[config.mk]
export PLATFORM = sky130hd
export DESIGN_NAME = exc_ctrl_unit
export DESIGN_NICKNAME = d
export VERILOG_FILES = /design/src/rtl/exc_pkg.sv /design/src/rtl/exc_irq_arbiter.sv /design/src/rtl/exc_ctl_regs.sv /design/src/rtl/exc_redirect.sv /design/src/rtl/exc_ctrl_unit.sv
export SDC_FILE = /design/constraint.sdc
export NUM_CORES = 1
export LEC_CHECK = 0
export ABC_AREA = 1
export BUFFER_PORTS_ARGS = -buffer_cell sky130_fd_sc_hd__buf_2
export CAP_MARGIN = 25
export CORE_MARGIN = 8
export CORE_UTILIZATION = 52
export CTS_BUF_LIST = sky130_fd_sc_hd__clkbuf_16
export CTS_CLUSTER_SIZE = 40
export DETAILED_ROUTE_END_ITERATION = 8
export PLACE_DENSITY_LB_ADDON = 0.12
export SYNTH_ARGS = -nofsm -noshare
export SYNTH_HDL_FRONTEND = slang
export SYNTH_SLANG_ARGS = --single-unit
[constraint.sdc]
create_clock -name clk -period 2.8 [get_ports clk]
set_input_delay 0.56 -clock clk [delete_from_list [all_inputs] [get_ports clk]]
set_output_delay 0.56 -clock clk [all_outputs]
set_load 0.02 [all_outputs]
[src/rtl/exc_pkg.sv]
// Package: shared constants and control-register index type for the
// exception and interrupt control unit.
// Assumes a 3-bit control register index space with six mapped registers.
package exc_pkg;

    localparam int unsigned XLEN  = 32;
    localparam int unsigned IDX_W = 3;

    // Register numbering; decoded by the instruction path, so fixed.
    typedef enum logic [IDX_W-1:0] {
        CTL_STATUS  = 3'd0,
        CTL_ESTAT   = 3'd1,
        CTL_BSTAT   = 3'd2,
        CTL_IEN     = 3'd3,
        CTL_IPEND   = 3'd4,
        CTL_ID      = 3'd5
    } ctl_idx_e;

    // Bit of status that globally enables interrupts.
    localparam int unsigned GIE_BIT = 0;

endpackage

[src/rtl/exc_irq_arbiter.sv]
// Module: exc_irq_arbiter
// Masks the raw request lines with the enable register and decides whether
// an interrupt is taken in this cycle. Purely combinational.
// Assumes request lines are already synchronous to clk.
module exc_irq_arbiter #(
    parameter int unsigned NUM_IRQ = 32
) (
    input  logic [NUM_IRQ-1:0] irq_lines,
    input  logic [NUM_IRQ-1:0] irq_enable,
    input  logic               glob_enable,
    input  logic               boundary,
    output logic [NUM_IRQ-1:0] pending,
    output logic               take
);

    // Per-line masking, one gate per source.
    generate
        for (genvar g = 0; g < NUM_IRQ; g++) begin : g_mask
            assign pending[g] = irq_lines[g] & irq_enable[g];
        end
    endgenerate

    // Take decision: boundary, global enable and any pending source.
    always_comb begin
        take = boundary & glob_enable & (|pending);
    end

endmodule

[src/rtl/exc_ctl_regs.sv]
// Module: exc_ctl_regs
// Holds status, saved status, debug status and interrupt enable, applies
// take / return / software-write updates, and provides the read mux.
// Assumes take and ret are single-cycle strobes; take has priority over
// ret, and ret over a software write.
module exc_ctl_regs
    import exc_pkg::*;
#(
    parameter int unsigned   W      = 32,
    parameter int unsigned   IW     = 3,
    parameter logic [W-1:0]  CPU_ID = '0
) (
    input  logic          clk,
    input  logic          rst_n,
    input  logic          take,
    input  logic          ret,
    input  logic          wr_en,
    input  logic [IW-1:0] wr_idx,
    input  logic [W-1:0]  wr_data,
    input  logic [IW-1:0] rd_idx,
    input  logic [W-1:0]  pending,
    output logic [W-1:0]  rd_data,
    output logic [W-1:0]  ienable,
    output logic          glob_en
);

    logic [W-1:0] status_q, estat_q, bstat_q, ien_q;
    logic         sw_wr;

    // A software write lands only when no take or return overrides it.
    always_comb begin
        sw_wr = wr_en & ~take & ~ret;
    end

    // Status: cleared global enable on take, restored on return, else written.
    always_ff @(posedge clk) begin
        if (!rst_n) begin
            status_q <= '0;
        end else if (take) begin
            status_q          <= status_q;
            status_q[GIE_BIT] <= 1'b0;
        end else if (ret) begin
            status_q <= estat_q;
        end else if (sw_wr && wr_idx == IW'(CTL_STATUS)) begin
            status_q <= wr_data;
        end
    end

    // Saved status: snapshot on take, else software write.
    always_ff @(posedge clk) begin
        if (!rst_n) begin
            estat_q <= '0;
        end else if (take) begin
            estat_q <= status_q;
        end else if (sw_wr && wr_idx == IW'(CTL_ESTAT)) begin
            estat_q <= wr_data;
        end
    end

    // Debug status and interrupt enable: plain software registers.
    always_ff @(posedge clk) begin
        if (!rst_n) begin
            bstat_q <= '0;
            ien_q   <= '0;
        end else if (sw_wr) begin
            if (wr_idx == IW'(CTL_BSTAT)) bstat_q <= wr_data;
            if (wr_idx == IW'(CTL_IEN))   ien_q   <= wr_data;
        end
    end

    // Combinational read mux; unmapped indices read zero.
    always_comb begin
        case (rd_idx)
            IW'(CTL_STATUS): rd_data = status_q;
            IW'(CTL_ESTAT):  rd_data = estat_q;
            IW'(CTL_BSTAT):  rd_data = bstat_q;
            IW'(CTL_IEN):    rd_data = ien_q;
            IW'(CTL_IPEND):  rd_data = pending;
            IW'(CTL_ID):     rd_data = CPU_ID;
            default:         rd_data = '0;
        endcase
    end

    assign ienable = ien_q;
    assign glob_en = status_q[GIE_BIT];

    // global enable is off right after a take.
    p_gie_cleared_r6: assert property (@(posedge clk) disable iff (!rst_n)
        take |=> !status_q[GIE_BIT]);

    // saved status captures the pre-take status.
    p_estat_copy_r6: assert property (@(posedge clk) disable iff (!rst_n)
        take |=> estat_q == $past(status_q));

    // return without take restores status from saved status.
    p_ret_restore_r7: assert property (@(posedge clk) disable iff (!rst_n)
        (ret && !take) |=> status_q == $past(estat_q));

    // a write to the enable register colliding with a take is lost.
    p_wr_dropped_r8: assert property (@(posedge clk) disable iff (!rst_n)
        (take && wr_en && wr_idx == IW'(CTL_IEN)) |=> ien_q == $past(ien_q));

endmodule

[src/rtl/exc_redirect.sv]
// Module: exc_redirect
// Builds the fetch redirect and the exception-address save request.
// Assumes take has priority over ret when both are present.
module exc_redirect #(
    parameter int unsigned  W       = 32,
    parameter logic [W-1:0] VECTOR  = 32'h20,
    parameter logic [W-1:0] PC_STEP = 32'd4
) (
    input  logic         clk,
    input  logic         rst_n,
    input  logic         take,
    input  logic         ret,
    input  logic [W-1:0] cur_pc,
    input  logic [W-1:0] ea_in,
    output logic         redirect_valid,
    output logic [W-1:0] redirect_pc,
    output logic         ea_wr_en,
    output logic [W-1:0] ea_wr_data
);

    // Redirect target selection: vector for a take, saved address for a return.
    always_comb begin
        redirect_valid = take | ret;
        redirect_pc    = take ? VECTOR : ea_in;
        ea_wr_en       = take;
        ea_wr_data     = cur_pc + PC_STEP;
    end

    // every save request comes with a redirect to the vector.
    p_take_vector_r5: assert property (@(posedge clk) disable iff (!rst_n)
        ea_wr_en |-> (redirect_valid && redirect_pc == VECTOR));

    // with both strobes present the vector wins.
    p_take_beats_ret_r9: assert property (@(posedge clk) disable iff (!rst_n)
        (take && ret) |-> redirect_pc == VECTOR);

endmodule

[src/rtl/exc_ctrl_unit.sv]
// Module: exc_ctrl_unit (top)
// Exception and interrupt control unit: control registers, interrupt take
// decision and fetch redirect. All outputs except register state are
// combinational on the inputs of the same cycle.
// Assumes the register file performs the exception-address write.
module exc_ctrl_unit #(
    parameter logic [31:0] CPU_ID  = 32'h1234_0001,
    parameter logic [31:0] VECTOR  = 32'h0000_0020,
    parameter logic [31:0] PC_STEP = 32'd4
) (
    input  logic        clk,
    input  logic        rst_n,
    input  logic [2:0]  ctl_rd_idx,
    output logic [31:0] ctl_rd_data,
    input  logic        ctl_wr_en,
    input  logic [2:0]  ctl_wr_idx,
    input  logic [31:0] ctl_wr_data,
    input  logic [31:0] irq_lines,
    input  logic [31:0] cur_pc,
    input  logic        insn_boundary,
    input  logic        eret_req,
    input  logic [31:0] ea_in,
    output logic        redirect_valid,
    output logic [31:0] redirect_pc,
    output logic        ea_wr_en,
    output logic [31:0] ea_wr_data
);

    localparam int unsigned W  = exc_pkg::XLEN;
    localparam int unsigned IW = exc_pkg::IDX_W;

    logic [W-1:0] ienable, pending;
    logic         glob_en, take;

    exc_irq_arbiter #(.NUM_IRQ(W)) u_arb (
        .irq_lines  (irq_lines),
        .irq_enable (ienable),
        .glob_enable(glob_en),
        .boundary   (insn_boundary),
        .pending    (pending),
        .take       (take)
    );

    exc_ctl_regs #(.W(W), .IW(IW), .CPU_ID(CPU_ID)) u_regs (
        .clk    (clk),
        .rst_n  (rst_n),
        .take   (take),
        .ret    (eret_req),
        .wr_en  (ctl_wr_en),
        .wr_idx (ctl_wr_idx),
        .wr_data(ctl_wr_data),
        .rd_idx (ctl_rd_idx),
        .pending(pending),
        .rd_data(ctl_rd_data),
        .ienable(ienable),
        .glob_en(glob_en)
    );

    exc_redirect #(.W(W), .VECTOR(VECTOR), .PC_STEP(PC_STEP)) u_redir (
        .clk           (clk),
        .rst_n         (rst_n),
        .take          (take),
        .ret           (eret_req),
        .cur_pc        (cur_pc),
        .ea_in         (ea_in),
        .redirect_valid(redirect_valid),
        .redirect_pc   (redirect_pc),
        .ea_wr_en      (ea_wr_en),
        .ea_wr_data    (ea_wr_data)
    );

    // no take without a boundary strobe.
    p_take_on_boundary_r4: assert property (@(posedge clk) disable iff (!rst_n)
        ea_wr_en |-> insn_boundary);

endmodule

Word level (Yosys, flattened, before mapping)
Cells that the tools add are included.
{"block": "op_classes", "addsub": 1, "n_mux": 6, "n_bitwise": 40, "reduce_logical": 11, "n_eq_ne": 8}
{"operator": "$pmux W32 S6", "n": 1}
{"operator": "$mux W32", "n": 5}
{"operator": "$and A1 B1 Y1", "n": 36}
{"operator": "$add A32 B3 Y32 const B", "n": 1}
{"operator": "$reduce_or A32 Y1", "n": 1}
{"operator": "$eq A3 B2 Y1 const B", "n": 4}
{"operator": "$eq A3 B1 Y1 const B", "n": 2}
{"operator": "$eq A3 B3 Y1 const B", "n": 2}
{"operator": "$logic_not A3 Y1", "n": 2}
{"operator": "$reduce_and A2 Y1", "n": 3}
{"operator": "$reduce_bool A2 Y1", "n": 2}
{"operator": "$not A1 Y1", "n": 3}
{"operator": "$logic_and A1 B1 Y1", "n": 2}
{"operator": "$reduce_or A2 Y1", "n": 1}
{"operator": "$or A1 B1 Y1", "n": 1}
{"block": "totals", "wordCells": 71, "register_bits": 128, "output_inout_bits": 98, "input_bits": 139}

Longest topological paths before layout
{"block": "depth", "depth_word": 9, "ltp_mapped": 14, "depth_no_buf": 13}

Cells and area by module
From an unflattened synthesis, not the netlist that was laid out.
{"block": "hier_totals", "cells_unflattened": 1444, "hier_area_um2": 8365.5}
{"mod": "exc_ctl_regs", "cells_per_inst": 1106, "instances": 1, "seq_area_each_um2": 2562.5, "area_per_inst_um2": 6826.5}
{"mod": "exc_redirect", "cells_per_inst": 242, "instances": 1, "seq_area_each_um2": 0.0, "area_per_inst_um2": 1177.4}
{"mod": "exc_irq_arbiter", "cells_per_inst": 96, "instances": 1, "seq_area_each_um2": 0.0, "area_per_inst_um2": 361.6}

Worst setup path before layout
No wires, ideal clock.
{"block": "synth_path", "kind": "in2out", "start": "input cur_pc[2]", "end": "output ea_wr_data[28]", "required_ps": 2240, "path_buffers": 0, "setup_slack_ps": 167, "cell_stages": 8, "t_arrival_ps": 2073, "cell_sequence": "ha_1 > nand3_1 > nor3_4 > nand2_2 > nor4_4 > nand2_1 > nor3_1 > xor2_1"}
{"block": "synth_via", "elab_chain_len": 1}
{"element": "start: declaration", "line_no": "exc_ctrl_unit.sv:19", "source": "input logic [31:0] cur_pc,"}
{"element": "$add A32 B3 Y32", "line_no": "exc_redirect.sv:26", "source": "ea_wr_data = cur_pc + PC_STEP;"}
{"element": "end: declaration", "line_no": "exc_ctrl_unit.sv:26", "source": "output logic [31:0] ea_wr_data"}
Every way passes these cells.

Worst setup path after layout
{"block": "layout_path", "start": "input cur_pc[2]", "end": "output ea_wr_data[26]"}
The elaborated chain is that of the path after synthesis.

==> reports/qor.yml <==
intPower_mw: 3.46
crit_arrival_ns: 2.13
critical_path.endpoint_type: "primary output"
hold_viol: 0
drt_wl_total_um: 27200
wl_per_cell_um: 17.0
place_ws_ns: 0.0722
async_flop_share_pct: 0
pwr-share-seq_pct: 39.7
worst_slew_pin_slew_ns: 0.697
layout-drive-gt1-share_pct: 23.0
finalNonFillerCells: 1599
path_max_fanout: 4
synth_cells: 1189
grt_max_degree: 64
syn-num-nets: 1329
ff2ff_path_depth: 13
io_pins: 237
syn_area_sq_mm: 0.00741
fmax_ghz: 0.372
start_util_pct: 53.4
power.total_mw: 4.86
worstHoldStart: "ctl_wr_data[15]"
clock_skew_ns: 0.00735
antenna_left: 0
dr.pass1.iters: 5
yosys_register_bits: 128
rows: 43
synthTopCellsByArea: "dfxtp_1 35%, nand2_1 19%, nor2_1 9.0%"
synth_top_area_cell: "dfxtp_1"
final_core_util_pct: 67.9
clk_latency_ns: 0.42
final_design_area_no_fill_sq_mm: 0.00943
maxCapViolCount: 0
p_clk_share_pct: 43.3
vias: 8718
fin_setup_tns_ns: 0
drv_slew: 0
required_ns: 2.24
holdCritPathClass: "in2reg"
routed_via_density: 5.45
power_frac_comb_pct: 17.0
die_area_sq_mm: 0.0183
status: "finished clean"
pwr_density_cell_mw_per_mm2: 515
clk_path_buf_depth: 2
placed_cells: 1564
critPathKind: "in2out"
seq_area_sq_mm: 0.00256
rsz0062_at_grt: "yes"
die_x_um: 135
synthMostInstantiatedCell: "nand2_1"
initialDrtViolationCount: 858
gp_congestion: 0.903
place_area_sq_mm: 0.00883
ys_seq_area_share_pct: 34.6
power_switching_mw: 1.40
finalCriticalPeriod_ns: 2.69
power_leakage_nw: 4.60
synth_area_per_cell_sq_um: 6.23
startpoint: "cur_pc[2]"
setup_slack_ns: 0.112
slew_headroom_pct: 53.6
vdd_drop_max_mv: 0.449
cts.sinks: 128
cts_tree: "done"
diodes: 0
ys.flop_type: "dfxtp_1"
fillers: 1263
hpwl_um: 19200
r2r-start: "u_regs.ienable[26]"
start_kind: "input port"
min_period_over_period_pct: 96.0
power.share.switching_pct: 28.8
setup_viol: 0
route.detailed.drc: 0
grt_pass1_vias: 8009
grt_usage_pct: 29.1
port_buffers: 232
die_h_um: 135
grt_antenna_before_repair: 0
fin_nets: 1546
hold_slack_ns: 0.445
cts_buffers: 17
ys_types: 37
cts_htree_levels: 4
syn_to_final_growth_pct: 27.2
holdPathStages: 3
cts.root.buffer_cell: "clkbuf_16"
ys_warn_count: 0
core_area_sq_mm: 0.0139
synth_top_area_share_pct: 34.6
multi_input_area_sq_mm: 0.00419
grt_first_pass_wirelength_um: 42500
synth_edf_count: 0
synthTopCellsByCount: "374 x nand2_1, 177 x nor2_1, 128 x dfxtp_1"
gr-total-overflow: 0
clk_pin_slew_worst_paths_ns: 0.06
registers in the layout, indices dropped and copies added (netlist names):
| register | cells |
|---|---|
| u_regs.bstat_q | 32 |
| u_regs.estat_q | 32 |
| u_regs.ienable | 32 |
| u_regs.status_q | 32 |
critical path, cell delays in order:
cell     delay, ns
buf_2         0.10
ha_1          0.18
nand3_1       0.16
nor3_4        0.17
nand2_2       0.12
nor4_4        0.15
nand2_1       0.15
nor3_1        0.20
xor2_1        0.15
buf_2         0.19
layer usage:
layer / vias to the layer above / GRT usage [%] / part of all wire, %
met5: - / 0 / 0
met4: 0 / 8.88 / 1.7
met3: 42 / 6.08 / 9.8
met2: 472 / 46.4 / 46
met1: 3940 / 38.6 / 43
li1: 4264 / - / -
cells in the final DEF (no fill, tap or decap), types with 6 or more instances in the layout:
master,synthesis,layout
nand2_1,374,373
buf_2,9,229
nor2_1,177,175
dfxtp_1,128,128
o21ai_0,95,95
inv_1,86,87
nand3_1,75,75
a21oi_1,66,66
buf_4,2,41
clkbuf_16,0,17
a22oi_1,16,16
o2111ai_1,16,16
xor2_1,16,16
a221oi_1,15,15
xnor2_1,10,10
nor3_1,8,6
final cells by class:
| type | instances | area share (%) |
|---|---|---|
| clock buffer | 17 | 4.51 |
| tap | 180 | 2.39 |
| timing repair buffer | 276 | 16.6 |
| sequential | 128 | 27.2 |
| clock inverter | 15 | 1.35 |
| inverter | 89 | 3.54 |
| multi-input combinational | 894 | 44.4 |
path summary, 6_finish.rpt:
path                              to  slack [ns]
hold / removal    u_regs.bstat_q[15]        0.44
setup reg to reg   u_regs.ienable[1]        0.54
hold reg to reg    u_regs.bstat_q[4]        0.46
setup / recovery      ea_wr_data[26]        0.11
logic make-up after synthesis:
family | count (synthesis) | synth area share (%)
flops | 128 | 34.6
fa+ha+maj | 1 | 0.169
simple gates | 652 | 35.7
compound gates | 214 | 17.0
xor+xnor | 26 | 3.07
mux | 1 | 0.135
buf+inv | 167 | 9.42
power groups by stage:
stage | combinational [mW] | clock (mW) | sequential [mW]
final | 0.823 | 2.10 | 1.93
after global routing | 0.899 | 2.20 | 1.93
after CTS | 0.812 | 2.11 | 1.93
after detailed placement | 0.807 | 0 | 1.97
after global placement | 0.799 | 0 | 1.96
after floorplan | 0.474 | 0 | 1.96
repair_timing:
action | CTS | global route
setup buffers | 0 | 3
setup endpoints to repair | 0 | 28
gates resized for setup | 0 | 7
hold buffers | 0 | 0
Power figures use the tool's default switching activity.
